### config.mk
export PLATFORM = sky130hd
export DESIGN_NAME = sdram_pwr_seq
export DESIGN_NICKNAME = d
export VERILOG_FILES = /design/src/rtl/sdram_pwr_pkg.sv /design/src/rtl/sdram_ref_timer.sv /design/src/rtl/sdram_pwr_fsm.sv /design/src/rtl/sdram_grant_gate.sv /design/src/rtl/sdram_pwr_seq.sv
export SDC_FILE = /design/constraint.sdc
export NUM_CORES = 1
export LEC_CHECK = 0
export BUFFER_PORTS_ARGS = -buffer_cell sky130_fd_sc_hd__buf_2
export CAP_MARGIN = 20
export CORE_ASPECT_RATIO = 1.25
export CORE_MARGIN = 1
export CORE_UTILIZATION = 30
export CTS_BUF_LIST = sky130_fd_sc_hd__clkbuf_8
export CTS_CLUSTER_DIAMETER = 80
export DETAILED_ROUTE_END_ITERATION = 8
export SYNTH_ARGS = -nofsm -noshare
export SYNTH_HDL_FRONTEND = slang
export SYNTH_SLANG_ARGS = --single-unit
### constraint.sdc
create_clock -name clk_i -period 2.2 [get_ports clk_i]
set_input_delay 0.11 -clock clk_i [delete_from_list [all_inputs] [get_ports clk_i]]
set_output_delay 0.11 -clock clk_i [all_outputs]
set_load 0.1 [all_outputs]
### src/rtl/sdram_pwr_pkg.sv
package sdram_pwr_pkg;
  typedef enum logic [2:0] {
    CMD_NOP     = 3'd0,
    CMD_PRE_ALL = 3'd1,
    CMD_AREF    = 3'd2,
    CMD_SREF    = 3'd3,
    CMD_DPD     = 3'd4
  } sd_cmd_e;

  typedef enum logic [3:0] {
    ST_IDLE,
    ST_DRAIN,
    ST_PRE,
    ST_SR_CMD,
    ST_SR,
    ST_SR_EXIT,
    ST_SR_AREF,
    ST_DP_CMD,
    ST_DP
  } pwr_st_e;
endpackage

### src/rtl/sdram_ref_timer.sv
module sdram_ref_timer #(
  parameter int REF_WINDOW = 65536
) (
  input  logic       clk_i,
  input  logic       rst_ni,
  input  logic       run_i,
  input  logic       fire_i,
  input  logic [1:0] row_sel_i,
  output logic       pend_o
);
  localparam int BASE = REF_WINDOW / 2048;
  localparam int TW   = $clog2(BASE + 1);

  logic [TW-1:0] tmr_q, intv;
  logic          pend_q, due;

  always_comb begin
    case (row_sel_i)
      2'd0:    intv = TW'(BASE);
      2'd1:    intv = TW'(BASE >> 1);
      default: intv = TW'(BASE >> 2);
    endcase
  end

  // >= so a shorter interval picked mid-count still wraps
  assign due = tmr_q >= (intv - TW'(1));

  always_ff @(posedge clk_i or negedge rst_ni) begin
    if (!rst_ni) begin
      tmr_q  <= '0;
      pend_q <= 1'b0;
    end else if (!run_i) begin
      tmr_q  <= '0;
      pend_q <= 1'b0;
    end else begin
      tmr_q <= due ? '0 : tmr_q + TW'(1);
      if (due)         pend_q <= 1'b1;
      else if (fire_i) pend_q <= 1'b0;
    end
  end

  assign pend_o = pend_q;


  pend_run_chk: assert property (@(posedge clk_i) disable iff (!rst_ni)
    $rose(pend_q) |-> $past(run_i));
endmodule

### src/rtl/sdram_pwr_fsm.sv
module sdram_pwr_fsm
  import sdram_pwr_pkg::*;
#(
  parameter int EXIT_W = 8
) (
  input  logic              clk_i,
  input  logic              rst_ni,
  input  logic              soft_rst_i,
  input  logic              sr_req_i,
  input  logic              deep_i,
  input  logic              busy_i,
  input  logic [EXIT_W-1:0] exit_wait_i,
  input  logic              ref_pend_i,
  input  logic              init_done_i,
  output sd_cmd_e           cmd_o,
  output logic              cke_o,
  output logic              ack_o,
  output logic              run_o,
  output logic              fire_o,
  output logic              start_o,
  output logic              idle_o,
  output logic              init_req_o
);
  pwr_st_e           st_q, st_d;
  logic              tgt_dp_q, tgt_dp_d;
  logic [EXIT_W-1:0] cnt_q, cnt_d;
  logic              init_q;

  assign idle_o  = st_q == ST_IDLE;
  assign fire_o  = idle_o && ref_pend_i && !busy_i;
  assign start_o = idle_o && !soft_rst_i && (deep_i || sr_req_i);
  assign run_o   = st_q inside {ST_IDLE, ST_DRAIN, ST_PRE};

  always_comb begin
    st_d     = st_q;
    tgt_dp_d = tgt_dp_q;
    cnt_d    = cnt_q;
    case (st_q)
      ST_IDLE: if (start_o) begin
        st_d     = ST_DRAIN;
        tgt_dp_d = deep_i;  // deep sleep wins
      end
      ST_DRAIN:   if (!busy_i) st_d = ST_PRE;
      ST_PRE:     st_d = tgt_dp_q ? ST_DP_CMD : ST_SR_CMD;
      ST_SR_CMD:  st_d = ST_SR;
      ST_SR: if (!sr_req_i) begin
        st_d  = ST_SR_EXIT;
        cnt_d = '0;
      end
      ST_SR_EXIT: begin
        if (cnt_q == exit_wait_i) st_d = ST_SR_AREF;
        else cnt_d = cnt_q + EXIT_W'(1);
      end
      ST_SR_AREF: st_d = ST_IDLE;
      ST_DP_CMD:  st_d = ST_DP;
      ST_DP:      if (!deep_i) st_d = ST_IDLE;
      default:    st_d = ST_IDLE;
    endcase
  end

  always_ff @(posedge clk_i or negedge rst_ni) begin
    if (!rst_ni) begin
      st_q     <= ST_IDLE;
      tgt_dp_q <= 1'b0;
      cnt_q    <= '0;
      init_q   <= 1'b1;
    end else begin
      st_q     <= st_d;
      tgt_dp_q <= tgt_dp_d;
      cnt_q    <= cnt_d;
      if (st_q == ST_DP && !deep_i) init_q <= 1'b1;
      else if (init_done_i)         init_q <= 1'b0;
    end
  end

  always_comb begin
    case (st_q)
      ST_PRE:     cmd_o = CMD_PRE_ALL;
      ST_SR_CMD:  cmd_o = CMD_SREF;
      ST_SR_AREF: cmd_o = CMD_AREF;
      ST_DP_CMD:  cmd_o = CMD_DPD;
      ST_IDLE:    cmd_o = fire_o ? CMD_AREF : CMD_NOP;
      default:    cmd_o = CMD_NOP;
    endcase
  end

  assign cke_o      = !(st_q inside {ST_SR_CMD, ST_SR, ST_DP_CMD, ST_DP});
  assign ack_o      = st_q inside {ST_SR, ST_SR_EXIT, ST_SR_AREF};
  assign init_req_o = init_q;


  exit_cnt_chk: assert property (@(posedge clk_i) disable iff (!rst_ni)
    (st_q == ST_SR_EXIT) |-> cnt_q <= exit_wait_i);
endmodule

### src/rtl/sdram_grant_gate.sv
module sdram_grant_gate (
  input  logic idle_i,
  input  logic fire_i,
  input  logic start_i,
  input  logic init_req_i,
  input  logic soft_rst_i,
  input  logic dyn_req_i,
  input  logic st_req_i,
  output logic dyn_gnt_o,
  output logic st_gnt_o
);
  assign dyn_gnt_o = idle_i && dyn_req_i && !init_req_i && !soft_rst_i
                     && !fire_i && !start_i;
  // static bus is independent of SDRAM power state
  assign st_gnt_o  = st_req_i;
endmodule

### src/rtl/sdram_pwr_seq.sv
module sdram_pwr_seq
  import sdram_pwr_pkg::*;
#(
  parameter int REF_WINDOW = 65536,
  parameter int EXIT_W     = 8
) (
  input  logic              clk_i,
  input  logic              rst_ni,
  input  logic              soft_rst_i,
  input  logic              sw_sr_req_i,
  input  logic              pmu_sr_req_i,
  input  logic              deep_sleep_i,
  input  logic [EXIT_W-1:0] exit_wait_i,
  input  logic [1:0]        row_sel_i,
  input  logic              init_done_i,
  input  logic              dyn_req_i,
  input  logic              dyn_busy_i,
  input  logic              st_req_i,
  output logic              dyn_gnt_o,
  output logic              st_gnt_o,
  output logic [2:0]        cmd_o,
  output logic              cke_o,
  output logic              sr_ack_o,
  output logic              init_req_o
);
  sd_cmd_e cmd;
  logic    run, fire, start, idle, pend, sr_req;

  assign sr_req = sw_sr_req_i | pmu_sr_req_i;

  sdram_ref_timer #(.REF_WINDOW(REF_WINDOW)) u_tmr (
    .clk_i     (clk_i),
    .rst_ni    (rst_ni),
    .run_i     (run),
    .fire_i    (fire),
    .row_sel_i (row_sel_i),
    .pend_o    (pend)
  );

  sdram_pwr_fsm #(.EXIT_W(EXIT_W)) u_fsm (
    .clk_i       (clk_i),
    .rst_ni      (rst_ni),
    .soft_rst_i  (soft_rst_i),
    .sr_req_i    (sr_req),
    .deep_i      (deep_sleep_i),
    .busy_i      (dyn_busy_i),
    .exit_wait_i (exit_wait_i),
    .ref_pend_i  (pend),
    .init_done_i (init_done_i),
    .cmd_o       (cmd),
    .cke_o       (cke_o),
    .ack_o       (sr_ack_o),
    .run_o       (run),
    .fire_o      (fire),
    .start_o     (start),
    .idle_o      (idle),
    .init_req_o  (init_req_o)
  );

  sdram_grant_gate u_gate (
    .idle_i     (idle),
    .fire_i     (fire),
    .start_i    (start),
    .init_req_i (init_req_o),
    .soft_rst_i (soft_rst_i),
    .dyn_req_i  (dyn_req_i),
    .st_req_i   (st_req_i),
    .dyn_gnt_o  (dyn_gnt_o),
    .st_gnt_o   (st_gnt_o)
  );

  assign cmd_o = cmd;


  sref_after_pre_chk: assert property (@(posedge clk_i) disable iff (!rst_ni)
    (cmd_o == CMD_SREF) |-> $past(cmd_o) == CMD_PRE_ALL);

  ack_rise_chk: assert property (@(posedge clk_i) disable iff (!rst_ni)
    $rose(sr_ack_o) |-> (!cke_o && $past(cmd_o) == CMD_SREF));

  exit_cause_chk: assert property (@(posedge clk_i) disable iff (!rst_ni)
    ($rose(cke_o) && sr_ack_o) |-> !$past(sr_req));

  no_ref_dpd_chk: assert property (@(posedge clk_i) disable iff (!rst_ni)
    (!cke_o && !sr_ack_o) |-> cmd_o != CMD_AREF);

  init_block_chk: assert property (@(posedge clk_i) disable iff (!rst_ni)
    init_req_o |-> !dyn_gnt_o);

  no_gnt_lp_chk: assert property (@(posedge clk_i) disable iff (!rst_ni)
    (sr_ack_o || !cke_o) |-> !dyn_gnt_o);

  ack_fall_chk: assert property (@(posedge clk_i) disable iff (!rst_ni)
    $fell(sr_ack_o) |-> $past(cmd_o) == CMD_AREF);
endmodule

==> results_dict.tcl <==
set metrics [dict create \
    rsz0062_at_grt "false" \
    hold_path.class "in -> reg" \
    clock_latency_ns 0.26 \
    fin_crit_ns 2.03 \
    hold-worst-slack_ns 0.00815 \
    worst_hold_startpoint "init_done_i" \
    yosys.cell_count.top_type "dfrtp_1" \
    grt_pass1_vias 1066 \
    dp.cells 222 \
    yosys-top-cells-count "20 x dfrtp_1, 16 x nor2_1, 11 x nand2_1" \
    power_density_mw_per_mm2 1160 \
    die_w_um 62.9 \
    clockBufferDepth 2 \
    worstHoldPathCells 2 \
    comb_power_share_pct 52.9 \
    path_max_fanout 10 \
    routed_wl_um 2690 \
    clock_sinks 21 \
    yosys_register_bits 21 \
    ios 28 \
    critical_path_class "reg -> out" \
    yosysUniqueCellTypes 46 \
    dieArea_sq_mm 0.00491 \
    grt_pass1_wl_um 4650 \
    overflow 0 \
    synthFlopType "dfrtp_1" \
    r2r_cells 6 \
    ys_seq_area_share_pct 37.9 \
    worst_ep_required_time_ns 2.09 \
    stdcell_count 227 \
    rows 27 \
    antenna_found_initial 0 \
    gp_congestion 0.753 \
    path_clk_slew_ns 0.08 \
    num_vias 1077 \
    portBuffers 25 \
    p_seq_share_pct 33.8 \
    crit_arrival_ns 1.92 \
    grt_usage_pct 11.9 \
    synth_edf_count 0 \
    status "finished, final reports clean" \
    syn_inst 145 \
    antenna_cells 0 \
    drt_iter0_drc 29 \
    yosys.area.top_type "dfrtp_1" \
    layout-drive-gt1-share_pct 28.4 \
    r2r_start "u_tmr.tmr_q[3]" \
    start_kind "flip-flop" \
    nFillCells 453 \
    ant_nets 0 \
    cts_tree "built" \
    die_h_um 78.1 \
    h-tree-depth 1 \
    switching_share_pct 50.4 \
    vdd_drop_max_mv 0.335 \
    cts_made_buffers 3 \
    synth_nets 170 \
    start_util_pct 31.4 \
    p_leak_nw 0.721 \
    drc 0 \
    crit_start "u_fsm.st_q[2]" \
    netlist_top_cells_area "dfrtp_1 36%, xnor2_1 5.7%, ha_1 4.5%" \
    synth_area_sq_mm 0.00139 \
    period_share_pct 92.3 \
    yosysTopAreaCellShare_pct 36.0 \
    avgRoutedWirePerCell_um 11.9 \
    via_per_inst 4.74 \
    place_hpwl_um 2070 \
    maxCapViolCount 0 \
    finalClockSkew_ns 0.00320 \
    cp-end-kind "primary output" \
    area_growth_pct 16.7 \
    synthArstFlopShare_pct 100 \
    power_w 0.00188 \
    ys_warn_count 0 \
    root_buffer "clkbuf_8" \
    finalHoldViolations 0 \
    fp.coreArea_sq_mm 0.00443 \
    nets 195 \
    power.share.clock_pct 13.3 \
    finalSetupViolCount 0 \
    synth_area_per_cell_sq_um 9.59 \
    firstDrtPassIters 4 \
    p_int_w 0.000933 \
    tns_ns 0 \
    grt_max_degree 22 \
    fmax_mhz 493 \
    drv_slew 0 \
    power_switching_w 0.000950 \
]
[layout by cell type, fill, tap and decap left out, types with 2 or more instances in the layout]
cell type,n
buf_2,25
dfrtp_1,20
nor2_1,14
nand2_1,11
xnor2_1,9
inv_1,6
nand3_1,5
nand2b_1,5
ha_1,5
a21oi_1,4
nand3b_1,4
xor2_1,3
nor3_1,3
o21ai_0,3
mux2i_1,3
o22ai_1,3
clkbuf_8,3
nand2b_4,2
a21o_1,2
nor2_2,2
a21oi_2,2
nor2b_4,2
nand4_2,2
nor3_2,2
a21boi_0,2
a2bb2oi_1,2
o21ba_1,2
a31oi_1,2
[area by class of cell]
class,instances,area (sq um),share of cell area [%]
flip-flops and latches,21,527,32.5
clock inverters,1,5.00,0.309
clock buffers,3,41.3,2.55
multi-input cells,112,818,50.5
repair buffers,26,135,8.33
inverters,6,22.5,1.39
well taps,58,72.6,4.48
[kinds of logic after synthesis]
family / Yosys count / synth area share [%]
fa+ha+maj: 5 / 4.50
simple gates: 57 / 24.0
other cells: 1 / 0.270
mux: 3 / 2.16
flops: 21 / 37.9
xor+xnor: 13 / 8.73
buf+inv: 12 / 4.50
compound gates: 33 / 17.9
[layer usage]
layer  GRT usage, %  wire, um  up-vias
met2           21.0      1360       20
met5              0         0        -
met1           14.4      1210      504
li1               -         -      549
met4           3.49        29        0
met3           2.33        92        4
[what timing repair did]
action                     4_1_cts  5_1_grt
buffers inserted                 0        0
hold endpoints to repair        20        0
gates resized for setup          0        1
hold buffers                     1        0
setup endpoints to repair        0        1
[worst max-delay path, stage by stage, from the launching register on]
cell	delay [ns]
dfrtp_1	0.51
nor2_1	0.39
nand3b_1	0.20
nor2_2	0.13
buf_2	0.42
[power by group through the flow]
| stage | Combinational [W] | Sequential (W) | Clock, W |
|---|---|---|---|
| 2_1_floorplan | 0.000927 | 0.000562 | 0 |
| 6_report | 0.000995 | 0.000637 | 0.000251 |
| 3_5_place_dp | 0.000998 | 0.000641 | 0 |
| 4_1_cts | 0.00100 | 0.000634 | 0.000263 |
| 3_3_place_gp | 0.000997 | 0.000637 | 0 |
| 5_1_grt | 0.00108 | 0.000660 | 0.000278 |
[registers in the layout (all words and copies together), names as in the netlist]
register / cells
u_fsm.cnt_q: 8
u_fsm.tgt_dp_q: 1
u_fsm.init_req_o: 1
u_fsm.st_q: 4
u_tmr.tmr_q: 6
u_tmr.pend_o: 1
[path summary, 6_finish.rpt]
check,to,slack [ns]
max in group asynchronous,u_fsm.init_req_o,1.52
hold / removal,u_fsm.init_req_o,0.008
min in group asynchronous,u_tmr.tmr_q[0],0.33
setup reg to reg,u_tmr.tmr_q[2],0.48
setup / recovery,dyn_gnt_o,0.17
hold reg to reg,u_tmr.tmr_q[0],0.47
[through the flow]
stage / util (%) / setup slack, ns / area, sq um
floorplan: - / 0.0113 / 1410
global placement: 35.3 / 0.441 / 1560
detailed placement: 35.3 / 0.434 / 1560
CTS: 36.6 / 0.140 / 1620
global route: 36.6 / 0.0314 / 1620
finish: 36.6 / 0.170 / 1620
Note: power is estimated with default switching activity, not from simulation.
